File: src/rtl/bwv_pkg.sv
package bwv_pkg;
  localparam logic [7:0] BW_OPCODE   = 8'b11000111;
  localparam logic [7:0] ERR_GENERIC = 8'h00;
  localparam logic [7:0] ERR_OVERRUN = 8'h03;
  localparam logic [7:0] ERR_LOCKED  = 8'h04;

  typedef enum logic [1:0] {VD_NONE, VD_WRITE, VD_ERROR} verdict_e;
  typedef enum logic [1:0] {SQ_IDLE, SQ_WORD0, SQ_WORD1} seq_state_e;
endpackage

File: src/rtl/bwv_check.sv
module bwv_check
  import bwv_pkg::*;
#(
  parameter int WORD_W   = 16,
  parameter int PTR_W    = 8,
  parameter int CNT_W    = 8,
  parameter int HANDLE_W = 16,
  parameter int NBANK    = 4,
  localparam int BANK_W  = (NBANK > 1) ? $clog2(NBANK) : 1,
  localparam int SIZE_W  = PTR_W + 1,
  localparam int EXT_W   = PTR_W + 2
) (
  input  logic                    clk,
  input  logic                    rst,
  input  logic                    take,
  input  logic                    req_valid,
  input  logic [7:0]              req_opcode,
  input  logic [BANK_W-1:0]       req_bank,
  input  logic [PTR_W-1:0]        req_ptr,
  input  logic [CNT_W-1:0]        req_count,
  input  logic [2*WORD_W-1:0]     req_data,
  input  logic [HANDLE_W-1:0]     req_handle,
  input  logic [HANDLE_W-1:0]     sess_handle,
  input  logic [NBANK-1:0]        bank_lock,
  input  logic [NBANK*SIZE_W-1:0] bank_words,
  output logic                    v_valid,
  output logic                    v_err,
  output logic [7:0]              v_code,
  output logic [BANK_W-1:0]       v_bank,
  output logic [PTR_W-1:0]        v_ptr,
  output logic                    v_two,
  output logic [2*WORD_W-1:0]     v_data
);
  logic [SIZE_W-1:0] size_arr [NBANK];

  for (genvar g = 0; g < NBANK; g++) begin : g_size
    assign size_arr[g] = bank_words[g*SIZE_W +: SIZE_W];
  end

  logic [SIZE_W-1:0] sel_size;
  logic              sel_lock;
  logic [EXT_W-1:0]  end_word;
  logic              overrun;
  logic              cmd_match;
  logic              cnt_zero;
  logic              cnt_one;
  logic              cnt_two;
  verdict_e          kind;
  logic [7:0]        code;

  assign sel_size  = size_arr[req_bank];
  assign sel_lock  = bank_lock[req_bank];
  assign end_word  = {2'b00, req_ptr} + EXT_W'(req_count[1:0]);
  assign overrun   = end_word > EXT_W'(sel_size);
  assign cmd_match = (req_opcode == BW_OPCODE) && (req_handle == sess_handle);
  assign cnt_zero  = (req_count == '0);
  assign cnt_one   = (req_count == CNT_W'(1));
  assign cnt_two   = (req_count == CNT_W'(2));

  // Decision priority: identity, silence, count shape, bank range, lock.
  always_comb begin
    kind = VD_NONE;
    code = ERR_GENERIC;
    if (!cmd_match || cnt_zero) begin
      kind = VD_NONE;
    end else if (!cnt_one && !cnt_two) begin
      kind = VD_ERROR;
      code = ERR_GENERIC;
    end else if (cnt_two && req_ptr[0]) begin
      kind = VD_ERROR;
      code = ERR_GENERIC;
    end else if (overrun) begin
      kind = VD_ERROR;
      code = ERR_OVERRUN;
    end else if (sel_lock) begin
      kind = VD_ERROR;
      code = ERR_LOCKED;
    end else begin
      kind = VD_WRITE;
    end
  end

  always_ff @(posedge clk) begin
    if (rst) begin
      v_valid <= 1'b0;
      v_err   <= 1'b0;
      v_code  <= '0;
      v_bank  <= '0;
      v_ptr   <= '0;
      v_two   <= 1'b0;
      v_data  <= '0;
    end else begin
      v_valid <= req_valid && take && (kind != VD_NONE);
      if (req_valid && take) begin
        v_err  <= (kind == VD_ERROR);
        v_code <= code;
        v_bank <= req_bank;
        v_ptr  <= req_ptr;
        v_two  <= cnt_two;
        v_data <= req_data;
      end
    end
  end
endmodule

File: src/rtl/bwv_seq.sv
module bwv_seq
  import bwv_pkg::*;
#(
  parameter int WORD_W  = 16,
  parameter int PTR_W   = 8,
  parameter int BANK_W  = 2
) (
  input  logic                clk,
  input  logic                rst,
  input  logic                v_valid,
  input  logic                v_err,
  input  logic [7:0]          v_code,
  input  logic [BANK_W-1:0]   v_bank,
  input  logic [PTR_W-1:0]    v_ptr,
  input  logic                v_two,
  input  logic [2*WORD_W-1:0] v_data,
  input  logic                mem_ack,
  output logic                mem_we,
  output logic [BANK_W-1:0]   mem_bank,
  output logic [PTR_W-1:0]    mem_addr,
  output logic [WORD_W-1:0]   mem_wdata,
  output logic                fin,
  output logic                fin_err,
  output logic [7:0]          fin_code,
  output logic                busy
);
  seq_state_e        st;
  logic [WORD_W-1:0] hi_word;
  logic              pair;

  assign busy = (st != SQ_IDLE);

  always_ff @(posedge clk) begin
    if (rst) begin
      st        <= SQ_IDLE;
      mem_we    <= 1'b0;
      mem_bank  <= '0;
      mem_addr  <= '0;
      mem_wdata <= '0;
      hi_word   <= '0;
      pair      <= 1'b0;
      fin       <= 1'b0;
      fin_err   <= 1'b0;
      fin_code  <= '0;
    end else begin
      fin <= 1'b0;
      case (st)
        SQ_IDLE: begin
          if (v_valid) begin
            if (v_err) begin
              fin      <= 1'b1;
              fin_err  <= 1'b1;
              fin_code <= v_code;
            end else begin
              mem_we    <= 1'b1;
              mem_bank  <= v_bank;
              mem_addr  <= v_ptr;
              mem_wdata <= v_data[WORD_W-1:0];
              hi_word   <= v_data[2*WORD_W-1:WORD_W];
              pair      <= v_two;
              st        <= SQ_WORD0;
            end
          end
        end
        SQ_WORD0: begin
          if (mem_ack) begin
            if (pair) begin
              mem_addr  <= mem_addr + PTR_W'(1);
              mem_wdata <= hi_word;
              st        <= SQ_WORD1;
            end else begin
              mem_we   <= 1'b0;
              fin      <= 1'b1;
              fin_err  <= 1'b0;
              fin_code <= ERR_GENERIC;
              st       <= SQ_IDLE;
            end
          end
        end
        SQ_WORD1: begin
          if (mem_ack) begin
            mem_we   <= 1'b0;
            fin      <= 1'b1;
            fin_err  <= 1'b0;
            fin_code <= ERR_GENERIC;
            st       <= SQ_IDLE;
          end
        end
        default: st <= SQ_IDLE;
      endcase
    end
  end
endmodule

File: src/rtl/bwv_reply.sv
module bwv_reply (
  input  logic       clk,
  input  logic       rst,
  input  logic       fin,
  input  logic       fin_err,
  input  logic [7:0] fin_code,
  output logic       rsp_valid,
  output logic       rsp_err,
  output logic [7:0] rsp_code
);
  always_ff @(posedge clk) begin
    if (rst) begin
      rsp_valid <= 1'b0;
      rsp_err   <= 1'b0;
      rsp_code  <= '0;
    end else begin
      rsp_valid <= fin;
      if (fin) begin
        rsp_err  <= fin_err;
        rsp_code <= fin_code;
      end
    end
  end
endmodule

File: src/rtl/blkwr_validator.sv
module blkwr_validator #(
  parameter int WORD_W   = 16,
  parameter int PTR_W    = 8,
  parameter int CNT_W    = 8,
  parameter int HANDLE_W = 16,
  parameter int NBANK    = 4,
  localparam int BANK_W  = (NBANK > 1) ? $clog2(NBANK) : 1,
  localparam int SIZE_W  = PTR_W + 1
) (
  input  logic                    clk,
  input  logic                    rst,
  input  logic                    req_valid,
  input  logic [7:0]              req_opcode,
  input  logic [BANK_W-1:0]       req_bank,
  input  logic [PTR_W-1:0]        req_ptr,
  input  logic [CNT_W-1:0]        req_count,
  input  logic [2*WORD_W-1:0]     req_data,
  input  logic [HANDLE_W-1:0]     req_handle,
  input  logic [HANDLE_W-1:0]     sess_handle,
  input  logic [NBANK-1:0]        bank_lock,
  input  logic [NBANK*SIZE_W-1:0] bank_words,
  output logic                    mem_we,
  output logic [BANK_W-1:0]       mem_bank,
  output logic [PTR_W-1:0]        mem_addr,
  output logic [WORD_W-1:0]       mem_wdata,
  input  logic                    mem_ack,
  output logic                    rsp_valid,
  output logic                    rsp_err,
  output logic [7:0]              rsp_code
);
  logic                v_valid, v_err, v_two;
  logic [7:0]          v_code;
  logic [BANK_W-1:0]   v_bank;
  logic [PTR_W-1:0]    v_ptr;
  logic [2*WORD_W-1:0] v_data;
  logic                fin, fin_err, seq_busy, take;
  logic [7:0]          fin_code;

  // New requests are taken only when nothing is in flight.
  assign take = !(v_valid || seq_busy || fin);

  bwv_check #(
    .WORD_W(WORD_W), .PTR_W(PTR_W), .CNT_W(CNT_W),
    .HANDLE_W(HANDLE_W), .NBANK(NBANK)
  ) u_check (
    .clk(clk), .rst(rst), .take(take),
    .req_valid(req_valid), .req_opcode(req_opcode), .req_bank(req_bank),
    .req_ptr(req_ptr), .req_count(req_count), .req_data(req_data),
    .req_handle(req_handle), .sess_handle(sess_handle),
    .bank_lock(bank_lock), .bank_words(bank_words),
    .v_valid(v_valid), .v_err(v_err), .v_code(v_code), .v_bank(v_bank),
    .v_ptr(v_ptr), .v_two(v_two), .v_data(v_data)
  );

  bwv_seq #(
    .WORD_W(WORD_W), .PTR_W(PTR_W), .BANK_W(BANK_W)
  ) u_seq (
    .clk(clk), .rst(rst),
    .v_valid(v_valid), .v_err(v_err), .v_code(v_code), .v_bank(v_bank),
    .v_ptr(v_ptr), .v_two(v_two), .v_data(v_data),
    .mem_ack(mem_ack), .mem_we(mem_we), .mem_bank(mem_bank),
    .mem_addr(mem_addr), .mem_wdata(mem_wdata),
    .fin(fin), .fin_err(fin_err), .fin_code(fin_code), .busy(seq_busy)
  );

  bwv_reply u_reply (
    .clk(clk), .rst(rst),
    .fin(fin), .fin_err(fin_err), .fin_code(fin_code),
    .rsp_valid(rsp_valid), .rsp_err(rsp_err), .rsp_code(rsp_code)
  );
endmodule

File: config.mk
export PLATFORM = sky130hd
export DESIGN_NAME = blkwr_validator
export DESIGN_NICKNAME = d
export VERILOG_FILES = /design/src/rtl/bwv_pkg.sv /design/src/rtl/bwv_check.sv /design/src/rtl/bwv_seq.sv /design/src/rtl/bwv_reply.sv /design/src/rtl/blkwr_validator.sv
export SDC_FILE = /design/constraint.sdc
export NUM_CORES = 1
export LEC_CHECK = 0
export ABC_CLOCK_PERIOD_IN_PS = 7070
export CAP_MARGIN = 20
export CORE_MARGIN = 1
export CORE_UTILIZATION = 49
export CTS_BUF_LIST = sky130_fd_sc_hd__clkbuf_16
export DETAILED_ROUTE_END_ITERATION = 8
export GPL_TIMING_DRIVEN = 0
export PLACE_DENSITY = 0.95
export SLEW_MARGIN = 0
export SYNTH_ARGS = -nofsm -noshare
export SYNTH_HDL_FRONTEND = slang
export SYNTH_SLANG_ARGS = --single-unit
File: constraint.sdc
create_clock -name clk -period 7.07 [get_ports clk]
set_clock_uncertainty 0.2 [all_clocks]
set_input_delay 1.0605 -clock clk [delete_from_list [all_inputs] [get_ports clk]]
set_output_delay 1.0605 -clock clk [all_outputs]
set_load 0.005 [all_outputs]
==> results of run 1 <==
[layer usage]
metal | vias up | track usage, %
met5 | - | 0
met4 | 0 | 14.05
met3 | 41 | 5.659
met2 | 226 | 52.96
met1 | 2305 | 30.83
li1 | 2339 | -
[cells in the final DEF (no fill, tap or decap), types with 16 or more instances in the layout]
master           netlist  layout
ha_1                  16      16
nand2_1              147     147
dfxtp_1              101     101
nor2_1                32      32
mux2i_1               22      22
clkdlybuf4s50_1        0     164
a21oi_1               77      77
inv_1                 17      17
clkbuf_1              24      24
a211oi_1              23      23
[registers in the layout (all words and copies together), names as in the netlist, 2 cells and up]
name / count
u_check.v_data: 32
u_seq.hi_word: 16
u_seq.mem_wdata: 16
u_check.v_ptr: 8
u_seq.mem_addr: 8
u_check.v_bank: 2
u_check.v_code: 2
u_reply.rsp_code: 2
u_seq.fin_code: 2
u_seq.mem_bank: 2
u_seq.st: 2
[cells in the mapped netlist (2+ instances only)]
cell	number	share of area, %
ha_1	16	4.1
a22oi_1	2	0.31
mux4_2	10	4.7
o31ai_1	2	0.31
o21ai_0	7	0.72
xor2_1	8	1.4
o2bb2ai_1	2	0.36
nand2_1	147	11
nor3_1	4	0.41
and3_1	3	0.39
nor2_1	32	2.5
xnor2_1	14	2.5
mux2i_1	22	4.6
inv_1	17	1.3
a21o_1	2	0.31
a211oi_1	23	3.6
or3b_2	2	0.36
buf_4	6	0.93
nor4_1	3	0.39
o211ai_1	2	0.31
nand4_1	8	1.0
a21oi_1	77	8.0
dfxtp_1	101	42
buf_2	9	0.93
nand3_1	9	0.93
buf_1	3	0.23
clkbuf_1	24	1.9
o22ai_1	2	0.26
nor2b_1	5	0.65
[critical path: cells and delay by family]
| family | cells | cell delay, ns |
|---|---|---|
| xor+xnor | 1 | 0.14 |
| simple gates | 2 | 0.23 |
| buf+inv | 1 | 0.49 |
| fa+ha+maj | 3 | 0.86 |
| compound gates | 5 | 1.06 |
[layout make-up]
cell class / instances / area, µm²
buffer: 42 / 191.4
clock buffer: 9 / 225.2
clock inverter: 7 / 66.31
fill: 633 / 2472
inverter: 17 / 63.81
multi-input combinational: 423 / 2571
sequential: 101 / 2022
tap: 129 / 161.4
timing repair buffer: 164 / 1642
[power by group through the flow]
stage	logic (mW)	clock network (mW)	registers (mW)
after global placement	0.174	0	0.601
after CTS	0.183	0.485	0.589
after global routing	0.198	0.508	0.590
after detailed placement	0.181	0	0.602
final	0.183	0.490	0.590
after floorplan	0.0816	0	0.599
[final timing paths]
check	cells after the start	to	start	slack, ns
worst max-delay path	12	u_check.v_code[2]$_SDFFE_PP0P_	req_count[0]	3.30
worst min-delay path	2	u_check.v_data[5]$_SDFFE_PP0P_	u_check.v_data[5]$_SDFFE_PP0P_	0.26
worst max register to register	8	u_seq.hi_word[11]$_SDFFE_PP0P_	u_seq.st[0]$_SDFFE_PP0P_	4.68
worst min register to register	2	u_check.v_data[5]$_SDFFE_PP0P_	u_check.v_data[5]$_SDFFE_PP0P_	0.26
[stage by stage]
stage / instance area (µm²) / hold slack [ns] / total power, mW / utilization, % / std cells
after CTS: 6943 / 0.2556 / 1.256 / 73.74 / 892
after detailed placement: 6651 / 0.2408 / 0.7827 / 70.64 / 876
after global routing: 6943 / 0.2714 / 1.297 / 73.74 / 892
final: 6943 / 0.2552 / 1.263 / 73.74 / 892
after floorplan: 4848 / 0.2174 / 0.6810 / - / 583
after global placement: 6651 / 0.2357 / 0.7752 / 70.64 / 876
[logic make-up (layout without fill, tap and decap cells)]
logic type                 Yosys count  count (layout)  share of synthesized area (%)
DFF                                101             101                          41.83
and+or+nand+nor                    223             223                          19.86
muxes                               32              32                          9.216
xor gates and xnor gates            22              22                          3.987
AOI/OAI and AO/OA                  124             124                          15.20
other                                1               5                        0.07759
adders and majority gates           17              17                          4.556
buffers and inverters               59             239                          5.281
==> results.json, run 1 <==
{
  "grt_pass1_wl_mm": 22.80,
  "clkPwrFrac_pct": 38.8,
  "cts_max_level": 3,
  "grt_pass1_vias": 5000,
  "clk-insertion-delay-late_ns": 0.35,
  "fp.coreArea_um2": 9415,
  "numCtsBuffers": 9,
  "dr_wl_met2_mm": 7.558,
  "avgViaCountPerCell": 5.506,
  "worstMarginPinSlew_ns": 0.7555,
  "wl_per_cell_um": 16.15,
  "switching_share_pct": 25.62,
  "start_kind": "primary input",
  "insertedDiodeCount": 0,
  "drtPass1Iterations": 5,
  "via_count": 4911,
  "power_frac_seq_pct": 46.7,
  "die_h_um": 101.3,
  "min_period_over_period_pct": 53.32,
  "syn_area_um2": 4833,
  "post_cts_resized": 0,
  "total_leakage_power_nw": 2.505,
  "fmax_ghz": 0.2653,
  "status": "finished, final reports clean",
  "max_cap_violations": 0,
  "clkSinkCount": 101,
  "grt_max_degree": 20,
  "pwr-share-comb_pct": 14.5,
  "crit_chain": "clkdlybuf4s50_1 > ha_1 > fa_1 > nand3_1 > nor2_1 > xor2_1 > ha_1 > a21o_1 > a21oi_1 > o211ai_1 > a21bo_2 > o31ai_1",
  "drc_errors": 0,
  "rows": 35,
  "min_path_type": "reg -> reg",
  "path_clk_slew_ns": 0.07,
  "required_ns": 7.14,
  "place_congestion": 0.8779,
  "cts_root_buffer": "clkbuf_16",
  "fin_ws_ns": 3.300,
  "crit_type": "in -> reg",
  "ys_seq_elements": 101,
  "wirelength_mm": 14.41,
  "grt_usage_pct": 28.52,
  "area_growth_pct": 43.64,
  "first_iter_violations": 279,
  "io_buffers": 164,
  "synthCells": 579,
  "cts_setup_buffers": 0,
  "grt_overflow": 0,
  "timing_hold_violations_final": 0,
  "start_util_pct": 51.34,
  "worst_setup_path_end_kind": "flop",
  "postSynth.asyncResetShare_pct": 0,
  "power.switching_mw": 0.3235,
  "fp.dieW_um": 101.3,
  "p_int_mw": 0.9391,
  "top_layer_used": "met4",
  "post-route-min-period_ns": 3.770,
  "dieArea_um2": 10260,
  "path_common_cell": "ha_1",
  "rsz0062_at_grt": "false",
  "ys_warn_count": 0,
  "antenna_left": 0,
  "drive_gt1_share_pct": 6.160,
  "ios": 171,
  "syn_area_per_cell_um2": 8.348,
  "fin_tns_setup_ns": 0,
  "ctsLongestPathBuffers": 2,
  "setup_viol": 0,
  "postCtsHoldBufs": 0,
  "place_ws_ns": 2.993,
  "antenna_found_initial": 0,
  "num-nets-final": 909,
  "slew_violations": 0,
  "max_stage_delay_ns": 0.49,
  "drt-met1-wl_mm": 5.365,
  "synth-main-ff-cell": "dfxtp_1",
  "max_slew_margin_pct": 49.63,
  "cp_max_fo": 5,
  "wl_met3_mm": 1.065,
  "cts_tree": "done",
  "ir_drop_mv": 0.1220,
  "dp_hpwl_mm": 11.00,
  "worst_path_max_delay_cell": "clkdlybuf4s50_1",
  "powerDensity_nw_per_um2": 181.9,
  "synth_edf_count": 0,
  "synth_seq_area_share_pct": 41.83,
  "worstPathArrival_ns": 3.84,
  "ys_types": 46
}
Power figures use the tool's default switching activity.
==> inputs of run 2 (changes only) <==
--- a/config.mk
+++ b/config.mk
@@ -5,14 +5,14 @@
 export SDC_FILE = /design/constraint.sdc
 export NUM_CORES = 1
 export LEC_CHECK = 0
-export ABC_CLOCK_PERIOD_IN_PS = 7070
+export ABC_CLOCK_PERIOD_IN_PS = 3800
 export CAP_MARGIN = 20
 export CORE_MARGIN = 1
-export CORE_UTILIZATION = 49
+export CORE_UTILIZATION = 45
 export CTS_BUF_LIST = sky130_fd_sc_hd__clkbuf_16
 export DETAILED_ROUTE_END_ITERATION = 8
 export GPL_TIMING_DRIVEN = 0
-export PLACE_DENSITY = 0.95
+export PLACE_DENSITY = 0.92
 export SLEW_MARGIN = 0
 export SYNTH_ARGS = -nofsm -noshare
 export SYNTH_HDL_FRONTEND = slang
==> constraint.sdc (replaced) <==
create_clock -name clk -period 3.8 [get_ports clk]
set_clock_uncertainty 0.2 [all_clocks]
set_input_delay 0.57 -clock clk [delete_from_list [all_inputs] [get_ports clk]]
set_output_delay 0.57 -clock clk [all_outputs]
set_load 0.005 [all_outputs]
==> run 2 against run 1 <==
Count of clock-buffer cells in the layout did not move. Sequential power is 86% higher. Worst setup slack worse by 2.8 ns. Die area increased by 8.7%.
==> results.json, run 2 (same netlist as run 1, synthesis figures left out) <==
{
  "fp.coreArea_um2": 10370,
  "regMostFlops": "u_check.v_data",
  "required_ns": 3.84,
  "grt_max_degree": 17,
  "crit_type": "in -> reg",
  "io_buffers": 164,
  "insertedDiodeCount": 0,
  "multi_input_area_um2": 2571,
  "place_congestion": 0.9419,
  "clkSinkCount": 101,
  "fin_hold_ws_ns": 0.2564,
  "fp.dieW_um": 105.6,
  "path_clk_slew_ns": 0.07,
  "dieArea_um2": 11160,
  "crit_buf_inv": 1,
  "worst_path_max_delay_cell": "clkdlybuf4s50_1",
  "drtPass1Iterations": 5,
  "avgViaCountPerCell": 5.449,
  "post-route-min-period_ns": 3.322,
  "ios": 171,
  "clk-insertion-delay-late_ns": 0.34,
  "startpoint": "req_count[0]",
  "rsz0062_at_grt": "false",
  "nFillCells": 765,
  "numCtsBuffers": 9,
  "max_cap_violations": 0,
  "powerDensity_nw_per_um2": 344.5,
  "path_common_cell": "ha_1",
  "post_cts_resized": 0,
  "ctsLongestPathBuffers": 2,
  "crit_chain": "clkdlybuf4s50_1 > ha_1 > fa_1 > nand3_1 > nor2_1 > xor2_1 > ha_1 > a21o_1 > a21oi_1 > o211ai_1 > a21bo_2 > o31ai_1",
  "setup_viol": 0,
  "switching_share_pct": 22.60,
  "max_slew_margin_pct": 47.95,
  "cts_tree": "done",
  "cp_top_family": "compound AO/OA/AOI/OAI gates",
  "num-nets-final": 909,
  "wl_per_cell_um": 15.81,
  "die_h_um": 105.6,
  "stdcell_count": 898,
  "fin_tns_setup_ns": 0,
  "cp_max_fo": 5,
  "status": "finished, final reports clean",
  "grt_pass1_vias": 4811,
  "ir_drop_mv": 0.2596,
  "via_count": 4893,
  "power.switching_mw": 0.5431,
  "antenna_found_initial": 0,
  "hold_start": "u_check.v_data[8]$_SDFFE_PP0P_",
  "reg_top3": "u_check.v_data (32), u_seq.hi_word (16), u_seq.mem_wdata (16)",
  "worstMarginPinSlew_ns": 0.7808,
  "worst_setup_path_end_kind": "flop",
  "min_period_over_period_pct": 87.42,
  "p_total_mw": 2.403,
  "grt_usage_pct": 26.23,
  "final_util_pct": 67.24,
  "dp.cells": 883,
  "grt_pass1_wl_mm": 23.20,
  "min_path_type": "reg -> reg",
  "area_growth_pct": 44.27,
  "power_frac_seq_pct": 45.7,
  "fmax_ghz": 0.3010,
  "start_kind": "primary input",
  "slew_violations": 0,
  "wirelength_mm": 14.20,
  "cts_root_buffer": "clkbuf_16",
  "final_common_cell": "clkdlybuf4s50_1",
  "postCtsHoldBufs": 0,
  "seq_area_um2": 2022,
  "timing_hold_violations_final": 0,
  "antenna_left": 0,
  "cts_setup_buffers": 0,
  "max_stage_delay_ns": 0.50,
  "p_int_mw": 1.859,
  "largest_reg_flops": 32,
  "drc_errors": 0,
  "final_cell_mix": "clkdlybuf4s50_1 (164), nand2_1 (147), dfxtp_1 (101)",
  "rows": 37,
  "r2r-start": "u_seq.st[1]$_SDFFE_PP0P_",
  "grt_overflow": 0,
  "cts_max_level": 3,
  "pwr-share-comb_pct": 14.2,
  "clkPwrFrac_pct": 40.1,
  "drive_gt1_share_pct": 5.906,
  "total_leakage_power_nw": 2.518,
  "start_util_pct": 46.61,
  "worstPathArrival_ns": 3.36,
  "first_iter_violations": 403,
  "dp_hpwl_mm": 10.99
}
run 2: path summary, 6_finish.rpt:
check / to / cells past startpoint / slack (ns)
setup reg to reg: u_seq.mem_addr[4]$_SDFFE_PP0P_ / 8 / 1.42
hold reg to reg: u_check.v_data[8]$_SDFFE_PP0P_ / 2 / 0.26
hold / removal: u_check.v_data[8]$_SDFFE_PP0P_ / 2 / 0.26
setup / recovery: u_check.v_code[2]$_SDFFE_PP0P_ / 12 / 0.48
run 2: worst min-delay path, cell delays in order (launching register included):
cell     delay (ns)
dfxtp_1        0.31
nand2_1        0.05
a21oi_1        0.05
run 2: final cells by class:
class,count,share of cell area (%)
clock inverters,6,1.256
plain buffers,42,2.745
repair buffers,164,23.54
inverters,17,0.9151
multi-input cells,423,36.87
well taps,136,2.440
flip-flops and latches,101,29.00
clock buffers,9,3.230
run 2: layer usage:
metal / part of all wire, % / global-route usage [%]
met3: 8.4 / 5.009
met1: 38 / 31.42
met4: 2.4 / 10.32
met2: 51 / 46.08
met5: 0 / 0
run 2: power groups by stage:
| stage | combinational [mW] | sequential [mW] | clock (mW) |
|---|---|---|---|
| after global placement | 0.326 | 1.12 | 0 |
| after floorplan | 0.152 | 1.12 | 0 |
| after CTS | 0.340 | 1.10 | 0.963 |
| after detailed placement | 0.337 | 1.12 | 0 |
| final | 0.341 | 1.10 | 0.964 |
| after global routing | 0.373 | 1.10 | 1.01 |
run 2: through the flow:
step                      setup slack [ns]  area, µm²
final                               0.4780       6973
after detailed placement            0.1372       6660
after global placement              0.2898       6660
after CTS                           0.4912       6973
after global routing                0.2635       6973
after floorplan                      1.014       4848
==> inputs of run 3 (changes only) <==
--- a/config.mk
+++ b/config.mk
@@ -7,6 +7,7 @@
 export LEC_CHECK = 0
 export ABC_CLOCK_PERIOD_IN_PS = 3800
 export CAP_MARGIN = 20
+export CORE_ASPECT_RATIO = 0.5
 export CORE_MARGIN = 1
 export CORE_UTILIZATION = 45
 export CTS_BUF_LIST = sky130_fd_sc_hd__clkbuf_16
==> run 3 against run 2 <==
Core utilization grew 0.18 points. Highest routed layer unchanged. Sequential power about the same. Critical path depth unchanged. Largest power group unchanged. Sequential cell count did not move. Sequential share of layout area up 0.083 points. Final area is 0.29% lower. Clock power down 7.3%.
==> results.json, run 3 (same netlist as run 1, synthesis figures left out) <==
{
  "worstMarginPinSlew_ns": 0.7657,
  "holdPathEnd": "u_seq.hi_word[12]$_SDFFE_PP0P_",
  "place_congestion": 0.9216,
  "whs_path_depth": 2,
  "ir_drop_mv": 0.2981,
  "wl_per_cell_um": 16.58,
  "antenna_found_initial": 0,
  "area_growth_pct": 43.85,
  "avgViaCountPerCell": 5.551,
  "crit_type": "in -> reg",
  "post_cts_resized": 0,
  "worst_setup_path_end_kind": "flop",
  "grt_max_degree": 20,
  "via_count": 5013,
  "required_ns": 3.86,
  "powerDensity_nw_per_um2": 336.4,
  "clk-insertion-delay-late_ns": 0.36,
  "cts_max_level": 3,
  "path_clk_slew_ns": 0.08,
  "nFillCells": 772,
  "r2r-start": "u_seq.st[1]$_SDFFE_PP0P_",
  "status": "finished, final reports clean",
  "wirelength_mm": 14.97,
  "timing_hold_violations_final": 0,
  "clkSinkCount": 101,
  "rows": 26,
  "grt_overflow": 0,
  "worstPathArrival_ns": 3.34,
  "dieArea_um2": 11180,
  "start_util_pct": 46.87,
  "multi_input_area_um2": 2571,
  "io_buffers": 164,
  "postCtsHoldBufs": 0,
  "setup_viol": 0,
  "worst-r2r-cell-count": 8,
  "reg_top3": "u_check.v_data (32), u_seq.hi_word (16), u_seq.mem_wdata (16)",
  "max_cap_violations": 0,
  "min_period_over_period_pct": 86.21,
  "reg2reg_to": "u_seq.mem_wdata[13]$_SDFFE_PP0P_",
  "fp.coreArea_um2": 10310,
  "grt_usage_pct": 27.49,
  "grt_pass1_vias": 4861,
  "first_iter_violations": 432,
  "drtPass1Iterations": 6,
  "largest_reg_flops": 32,
  "die_h_um": 75.29,
  "drc_errors": 0,
  "ios": 171,
  "post-route-min-period_ns": 3.276,
  "design_area_um2": 6953,
  "hold_start": "u_check.v_data[28]$_SDFFE_PP0P_",
  "max_slew_margin_pct": 48.95,
  "cp_max_fo": 5,
  "cts_setup_buffers": 0,
  "drive_gt1_share_pct": 6.160,
  "grt_pass1_wl_mm": 23.52,
  "fp.dieW_um": 148.6,
  "dp_hpwl_mm": 11.34,
  "rsz0062_at_grt": "false",
  "ctsLongestPathBuffers": 2,
  "insertedDiodeCount": 0,
  "place_area_um2": 6665,
  "seq_area_um2": 2022,
  "cts_tree": "done",
  "fmax_ghz": 0.3053,
  "total_leakage_power_nw": 2.511,
  "regMostFlops": "u_check.v_data",
  "fin_tns_setup_ns": 0,
  "cts_root_buffer": "clkbuf_16",
  "start_kind": "primary input",
  "final_cell_mix": "clkdlybuf4s50_1 (164), nand2_1 (147), dfxtp_1 (101)",
  "antenna_left": 0,
  "num-nets-final": 909,
  "slew_violations": 0,
  "numCtsBuffers": 9,
  "min_path_type": "reg -> reg",
  "timing.reg2reg.setup_slack_ns": 1.28,
  "final_common_cell": "clkdlybuf4s50_1"
}
-- run 3: worst max-delay path, stage by stage --
cell and delay (ns):
clkdlybuf4s50_1 0.51, ha_1 0.26, fa_1 0.40, nand3_1 0.13, nor2_1 0.08, xor2_1 0.14, ha_1 0.21, a21o_1 0.17
a21oi_1 0.22, o211ai_1 0.20, a21bo_2 0.24, o31ai_1 0.19
-- run 3: per-stage QoR --
stage          worst slack, ns  hold slack [ns]  total power, mW  std cells  util (%)
2_1_floorplan            1.014           0.2174            1.267        583         -
3_5_place_dp            0.2102           0.2423            1.460        887     64.63
5_1_grt                 0.3084           0.2675            2.408        903     67.42
3_3_place_gp            0.3239           0.2408            1.446        887     64.63
6_report                0.5242           0.2565            2.339        903     67.42
4_1_cts                 0.5590           0.2532            2.326        903     67.42
-- run 3: how the worst max path moves through the flow --
stage	start	end	slack [ns]	depth (start not counted)
5_1_grt	req_count[0]	u_check.v_code[2]$_SDFFE_PP0P_	0.31	12
3_3_place_gp	req_count[0]	u_check.v_code[2]$_SDFFE_PP0P_	0.32	12
6_report	req_count[0]	u_check.v_code[2]$_SDFFE_PP0P_	0.52	12
2_1_floorplan	req_ptr[0]	u_check.v_code[2]$_SDFFE_PP0P_	1.01	11
3_5_place_dp	req_count[0]	u_check.v_code[2]$_SDFFE_PP0P_	0.21	12
4_1_cts	req_count[0]	u_check.v_code[2]$_SDFFE_PP0P_	0.56	12
-- run 3: final cells by class --
type | count | area share [%]
multi-input combinational | 423 | 36.98
sequential | 101 | 29.08
timing repair buffer | 164 | 23.61
clock buffer | 9 | 3.239
buffer | 42 | 2.753
tap | 140 | 2.519
inverter | 17 | 0.9178
clock inverter | 7 | 0.8998
-- run 3: routing by layer --
metal / up-vias / part of all wire (%) / global-route usage, %
met2: 281 / 48 / 49.58
li1: 2330 / - / -
met1: 2339 / 38 / 31.81
met3: 63 / 11 / 7.091
met5: - / 0 / 0
met4: 0 / 3.3 / 11.57
-- run 3: where the power goes --
part           leakage, nW  switching [mW]  internal (mW)
Clock                0.144           0.435          0.459
Sequential           0.821          0.0163           1.08
Combinational         1.55           0.143          0.203
Total                 2.51           0.595           1.74
